$ cat src/rtl/wake_pkg.sv
package wake_pkg;
  localparam int unsigned ADDR_W = 3;
  localparam logic [1:0] SEL_EN  = 2'd0;
  localparam logic [1:0] SEL_POL = 2'd1;
  localparam logic [1:0] SEL_RAW = 2'd2;
  localparam logic [1:0] SEL_MSK = 2'd3;
  localparam int unsigned GRP_INT = 0;
  localparam int unsigned GRP_PIN = 1;
  localparam int unsigned N_GRP   = 2;
endpackage

$ cat src/rtl/wake_sync.sv
module wake_sync #(
  parameter int unsigned W      = 32,
  parameter int unsigned STAGES = 2
) (
  input  logic         clk_i,
  input  logic         rst_ni,
  input  logic [W-1:0] d_i,
  output logic [W-1:0] q_o
);
  logic [W-1:0] st_q [STAGES];

  always_ff @(posedge clk_i or negedge rst_ni) begin
    if (!rst_ni) begin
      for (int i = 0; i < int'(STAGES); i++) st_q[i] <= '0;
    end else begin
      st_q[0] <= d_i;
      for (int i = 1; i < int'(STAGES); i++) st_q[i] <= st_q[i-1];
    end
  end

  assign q_o = st_q[STAGES-1];
endmodule

$ cat src/rtl/wake_group.sv
module wake_group
  import wake_pkg::*;
#(
  parameter int unsigned W       = 32,
  parameter logic [W-1:0] POL_RST = '0
) (
  input  logic         clk_i,
  input  logic         rst_ni,
  input  logic         arm_i,
  input  logic [W-1:0] src_i,
  input  logic         wr_en_i,
  input  logic [1:0]   wr_sel_i,
  input  logic [W-1:0] wr_data_i,
  output logic [W-1:0] en_o,
  output logic [W-1:0] pol_o,
  output logic [W-1:0] raw_o,
  output logic [W-1:0] msk_o
);
  logic [W-1:0] prev_q, en_q, pol_q, raw_q;
  logic [W-1:0] evt, clr;

  // edge on selected polarity, suppressed until the sampled history is valid
  assign evt = arm_i ? ((src_i & ~prev_q & pol_q) | (~src_i & prev_q & ~pol_q)) : '0;
  assign clr = (wr_en_i && wr_sel_i == SEL_RAW) ? wr_data_i : '0;

  always_ff @(posedge clk_i or negedge rst_ni) begin
    if (!rst_ni) begin
      prev_q <= '0;
      en_q   <= '0;
      pol_q  <= POL_RST;
      raw_q  <= '0;
    end else begin
      prev_q <= src_i;
      raw_q  <= (raw_q & ~clr) | evt;  // new event wins over clear
      if (wr_en_i && wr_sel_i == SEL_EN)  en_q  <= wr_data_i;
      if (wr_en_i && wr_sel_i == SEL_POL) pol_q <= wr_data_i;
    end
  end

  assign en_o  = en_q;
  assign pol_o = pol_q;
  assign raw_o = raw_q;
  assign msk_o = raw_q & en_q;
endmodule

$ cat src/rtl/wake_latch_unit.sv
module wake_latch_unit
  import wake_pkg::*;
#(
  parameter int unsigned  W           = 32,
  parameter int unsigned  SYNC_STAGES = 2,
  parameter logic [W-1:0] INT_POL_RST = 32'h0000_0700,
  parameter logic [W-1:0] PIN_POL_RST = '0
) (
  input  logic              clk_i,
  input  logic              rst_ni,
  input  logic [W-1:0]      int_src_i,
  input  logic [W-1:0]      pin_src_i,
  input  logic              wr_en_i,
  input  logic [ADDR_W-1:0] wr_addr_i,
  input  logic [W-1:0]      wr_data_i,
  input  logic [ADDR_W-1:0] rd_addr_i,
  output logic [W-1:0]      rd_data_o,
  output logic              wake_o
);
  localparam int unsigned ARM_CYC = SYNC_STAGES + 1;
  localparam int unsigned CNT_W   = $clog2(ARM_CYC + 1);

  logic [CNT_W-1:0] arm_cnt_q;
  logic             arm;
  logic [W-1:0]     src_w [N_GRP];
  logic [W-1:0]     sync_w [N_GRP];
  logic [W-1:0]     en_w [N_GRP];
  logic [W-1:0]     pol_w [N_GRP];
  logic [W-1:0]     raw_w [N_GRP];
  logic [W-1:0]     msk_w [N_GRP];

  assign src_w[GRP_INT] = int_src_i;
  assign src_w[GRP_PIN] = pin_src_i;

  always_ff @(posedge clk_i or negedge rst_ni) begin
    if (!rst_ni)    arm_cnt_q <= '0;
    else if (!arm)  arm_cnt_q <= arm_cnt_q + CNT_W'(1);
  end
  assign arm = (arm_cnt_q == CNT_W'(ARM_CYC));

  for (genvar g = 0; g < int'(N_GRP); g++) begin : g_grp
    wake_sync #(.W(W), .STAGES(SYNC_STAGES)) u_sync (
      .clk_i (clk_i),
      .rst_ni(rst_ni),
      .d_i   (src_w[g]),
      .q_o   (sync_w[g])
    );
    wake_group #(.W(W), .POL_RST(g == GRP_INT ? INT_POL_RST : PIN_POL_RST)) u_grp (
      .clk_i    (clk_i),
      .rst_ni   (rst_ni),
      .arm_i    (arm),
      .src_i    (sync_w[g]),
      .wr_en_i  (wr_en_i && (wr_addr_i[2] == 1'(g))),
      .wr_sel_i (wr_addr_i[1:0]),
      .wr_data_i(wr_data_i),
      .en_o     (en_w[g]),
      .pol_o    (pol_w[g]),
      .raw_o    (raw_w[g]),
      .msk_o    (msk_w[g])
    );
  end

  always_comb begin
    unique case (rd_addr_i[1:0])
      SEL_EN:  rd_data_o = en_w[rd_addr_i[2]];
      SEL_POL: rd_data_o = pol_w[rd_addr_i[2]];
      SEL_RAW: rd_data_o = raw_w[rd_addr_i[2]];
      default: rd_data_o = msk_w[rd_addr_i[2]];
    endcase
  end

  assign wake_o = |(msk_w[GRP_INT] | msk_w[GRP_PIN]);
endmodule

$ cat config.mk
export PLATFORM = sky130hd
export DESIGN_NAME = wake_latch_unit
export DESIGN_NICKNAME = d
export VERILOG_FILES = /design/src/rtl/wake_pkg.sv /design/src/rtl/wake_sync.sv /design/src/rtl/wake_group.sv /design/src/rtl/wake_latch_unit.sv
export SDC_FILE = /design/constraint.sdc
export NUM_CORES = 1
export LEC_CHECK = 0
export ABC_AREA = 1
export BUFFER_PORTS_ARGS = -buffer_cell sky130_fd_sc_hd__buf_2
export CORE_MARGIN = 2
export CORE_UTILIZATION = 50
export DETAILED_ROUTE_END_ITERATION = 10
export PLACE_DENSITY = 0.78
export SETUP_SLACK_MARGIN = 0.4
export SYNTH_ARGS = -nofsm -noshare
export SYNTH_HDL_FRONTEND = slang
export SYNTH_HIERARCHICAL = 1
export SYNTH_SLANG_ARGS = --single-unit
export TNS_END_PERCENT = 10
$ cat constraint.sdc
create_clock -name clk_i -period 1.6 [get_ports clk_i]
set_input_delay 0.08 -clock clk_i [delete_from_list [all_inputs] [get_ports clk_i]]
set_output_delay 0.08 -clock clk_i [all_outputs]
set_load 0.005 [all_outputs]
# Word-level counts from Yosys, hierarchy flattened
# Cells that the tools add are included.
# word_totals
regBits,386
input_bits,105
word_cells,75
# classes
add_sub_neg,1
magnitude_cmp,1
n_eq_ne,5
mux,17
n_bitwise,27
reduce_logical,11
# ops
operator,count
32-bit two-way mux,16
32-bit AND,12
32-bit inverter,8
32-bit OR,5
32-bit case mux with 3 select lines,1
32-bit OR reduction,1
1-bit logical AND,8
2-bit equality test (second input constant),3
2-bit by 1-bit equality test with 1-bit output (second input constant),2
2-bit logical NOT,2
2-bit by 1-bit adder with 2-bit output (second input constant),1
2-bit >= comparator (second input constant),1
1-bit inverter with 2-bit output,1
1-bit inverter,1

# Logic depth before layout (Yosys ltp)
# depth
ltp_word,7
ltp_mapped,8
ltp_nobuf,8

# Modules after synthesis
# Netlist, hierarchy kept.
# by_module_without_submodules
module,instances,cells_each,area_each_um2,seq_area_each_um2
wake_group (g_grp[0].u_grp),1,734,6064.6,3206.8
wake_group (g_grp[1].u_grp),1,734,6060.8,3203.1
wake_sync,2,96,1841.8,1601.5
wake_latch_unit,1,503,2688.8,50.0

# Worst setup path before layout
# Ideal clock, no wire load.
# synth_path
path_type,register to register
startpoint,register arm_cnt_q[0]
endpoint,register g_grp[0].u_grp.raw_q[10]
setup_time_ns,0.065
arrival_ns,1.140
setup_slack_ns,0.395
stages_incl_launch_ff,5
path_buffers,1
cell_sequence,dfrtp_1 -> ha_1 -> clkbuf_1 -> nand3_1 -> nand2_1
# synth_between
elab_chain_cells,3
# synth_rtl
item,line_no,source
from (decl),wake_latch_unit.sv:23,logic [CNT_W-1:0] arm_cnt_q;
from (signal assigned),wake_latch_unit.sv:37,else if (!arm) arm_cnt_q <= arm_cnt_q + CNT_W'(1);
2-bit equality test,wake_latch_unit.sv:39,assign arm = (arm_cnt_q == CNT_W'(ARM_CYC));
net arm,wake_latch_unit.sv:24,logic arm;
32-bit two-way mux,wake_group.sv:23,assign evt = arm_i ? ((src_i & ~prev_q & pol_q) | (~src_i & prev_q & ~pol_q)) : '0;
32-bit OR,wake_group.sv:34,raw_q <= (raw_q & ~clr) | evt;
to (signal assigned),wake_group.sv:34,
to (decl),wake_group.sv:19,"logic [W-1:0] prev_q, en_q, pol_q, raw_q;"
# The timed path passes the listed nets, and every way through them passes these cells.
# A chain may end at the register's enable or synchronous reset.

==> out/metrics.cfg <==
[cells_and_area]
area_delta_synth_final_pct = 18.8
mostFrequentLayoutCells = nand2_1 (654), dfrtp_1 (383), inv_1 (370)
fillers = 2969
drive_gt1_share_pct = 20.5
finalNetCount = 2460
final_common_cell = nand2_1
final_util_pct = 60.2

[run_status]
status = complete, but fails checks
violations = negative setup slack

[synth]
synthCells = 2163
yosysUniqueCellTypes = 25
ys.warnings.count = 6
syn_avg_cell_area_um2 = 8.55
yosysTopAreaCellShare_pct = 51.8
yosysTopAreaCell = dfrtp_1
ys_seq_area_share_pct = 52.2
yosys-top-cells-area = dfrtp_1 (52%), nand2_1 (13%), inv_1 (7.9%)
syn-num-nets = 2269
ys_ff_latch = 386
synth_edf_count = 0
synthesis.area_um2 = 18500
synthArstFlopShare_pct = 100
ys.flop_type = dfrtp_1

[clock_tree]
clk_pin_slew_worst_paths_ns = 0.06
cts_root_buffer = clkbuf_16
cts.sinks = 386
cts-buffers-inserted = 40
cts_tree = yes
insertion_delay_ns = 0.55
clockBufferDepth = 3
cts_max_level = 2

[global_routing]
grt.overflow.total = 0
grtUsageTotal_pct = 24.7
grt_pass1_vias = 15300
grt_pass1_wl_um = 75800
antenna_found_initial = 5
grt_max_degree = 60

[routing]
dr.pass1.iters = 8
antenna_left = 0
drc_errors = 0
drtIter0Drc = 1367
routed_wl_um = 46600
via_per_inst = 5.23
wl_per_cell_um = 16.3
via_count = 14900

[die]
floorplan.initialDensity_pct = 50.6
dieHeight_um = 196
num_rows = 70
ios = 138
die-width_um = 196
design.core.area_um2 = 36500
die_area_um2 = 38500

[power]
ir_worst_vdd_mv = 1.08
power_leakage_nw = 11.7
power_mw = 26.1
power_density_nw_per_um2 = 1190

[setup_path]
worstPathArrival_ns = 1.85
required_ns = 1.52
critPathCaptureType = output port
worstPathMaxFanout = 3
critPathLaunchType = flop
worstSetupPathType = reg -> out
rr_worst_depth = 4

[timing]
timing.fmax_mhz = 519
worst_slack_ns = -0.326
relSlewSlack_pct = 53.4
hold_violations = 0
worst_pin_slew_ns = 0.699
setup_tns_ns = -2.64
grt_setup_unrepaired = yes
slew_violations = 0
finalCritPeriodShare_pct = 120
setup_viol = 31
final.setup_skew_ns = 0.0141
final.min_clock_period_ns = 1.93

[flow_run]
maxCapViolCount = 0

[place]
dp_hpwl_um = 29900
gp_congestion = 0.859
port_buffers = 137

[hold_path]
min_path_type = in -> reg
min_path_cells = 3

## cell families (layout without fill, tap and decap cells)
kind of cell / count (synthesis) / count (layout) / synth area share, %
xor+xnor: 1 / 1 / 0.0474
other cells: 0 / 1 / 0
compound gates: 256 / 256 / 11.1
buf+inv: 549 / 771 / 14.3
flops: 386 / 386 / 52.2
simple gates: 969 / 969 / 22.1
fa+ha+maj: 1 / 1 / 0.0676
mux: 1 / 1 / 0.0609
## worst max-delay path, stage by stage, from the launching register on
cell and delay (ns):
dfrtp_1 0.39, nand2_1 0.07, inv_1 0.05, nor2_1 0.13, nand2_1 0.10, nor2_2 0.15, nand2_1 0.10, nor2_1 0.12
nand2_2 0.07, buf_2 0.13
## what timing repair did
action / CTS / global route
buffers inserted: 5 / 11
resized for setup: 22 / 37
hold buffers: 97 / 0
endpoints found under the setup margin: 34 / 40
pin swaps: 38 / 43
hold endpoints to repair: 641 / 0
## worst paths after layout
kind / start / to / slack [ns]
max in group asynchronous: rst_ni / g_grp[1].u_sync/st_q[63] / 0.87
min in group asynchronous: rst_ni / g_grp[1].u_sync/st_q[39] / 0.05
worst min register to register: g_grp[0].u_sync/st_q[46] / g_grp[0].u_sync/q_o[14] / 0.34
worst max register to register: arm_cnt_q[0] / g_grp[0].u_grp/raw_o[26] / 0.44
worst max-delay path: g_grp[0].u_grp/raw_o[13] / wake_o / -0.33
worst min-delay path: wr_addr_i[0] / g_grp[1].u_grp/pol_o[2] / 0.03
## routing by layer
| metal | wire (um) | vias up | part of all wire [%] | track usage (%) |
|---|---|---|---|---|
| met2 | 22800 | 566 | 49 | 42.1 |
| met4 | 1430 | 8 | 3.1 | 9.12 |
| met3 | 3570 | 119 | 7.7 | 4.47 |
| met1 | 18700 | 7210 | 40 | 31.4 |
| li1 | - | 7024 | - | - |
| met5 | 47 | - | 0.10 | 0 |
## final cells by class
type	count	area, um^2	area share [%]
antenna	1	2.50	0.0114
multi-input combinational	1228	6310	28.7
clock buffer	52	1150	5.22
inverter	393	1480	6.74
clock inverter	21	315	1.43
tap	468	586	2.66
timing repair buffer	305	2480	11.3
sequential	386	9660	44.0
## flip-flops by register name, indices dropped and copies added (netlist names)
name / flops
g_grp.u_grp/en_o: 64
g_grp.u_grp/pol_o: 64
g_grp.u_grp/prev_q: 64
g_grp.u_grp/raw_o: 64
g_grp.u_sync/q_o: 64
g_grp.u_sync/st_q: 64
arm_cnt_q: 2
## stage by stage
stage               worst slack, ns  cells  hold WS [ns]  instance area (um^2)
floorplan                     0.395   2163        -0.216                 18500
global placement            0.00612   2667        0.0297                 19300
detailed placement           0.0438   2667        0.0216                 19300
CTS                          -0.337   2842       0.00924                 21800
global route                 -0.409   2853        0.0273                 22000
finish                       -0.326   2854        0.0270                 22000
## cells in the mapped netlist (4+ instances only)
| master | instances |
|---|---|
| or2_2 | 17 |
| buf_6 | 37 |
| nand3_4 | 4 |
| o21ai_0 | 33 |
| buf_4 | 67 |
| clkbuf_1 | 9 |
| inv_1 | 388 |
| nor2_1 | 108 |
| nand2_1 | 663 |
| o211ai_2 | 11 |
| o21ai_2 | 128 |
| or2_1 | 14 |
| nand3_1 | 65 |
| buf_2 | 41 |
| dfrtp_1 | 383 |
| nand4_1 | 96 |
| o211ai_1 | 84 |
## report_power, final
part / internal (mW) / leakage [nW] / switching, mW / total, mW
Combinational: 1.79 / 6.49 / 2.52 / 4.31
Clock: 6.36 / 0.728 / 3.90 / 10.3
Sequential: 10.7 / 4.44 / 0.793 / 11.5
(Power assumes the default switching activity.)
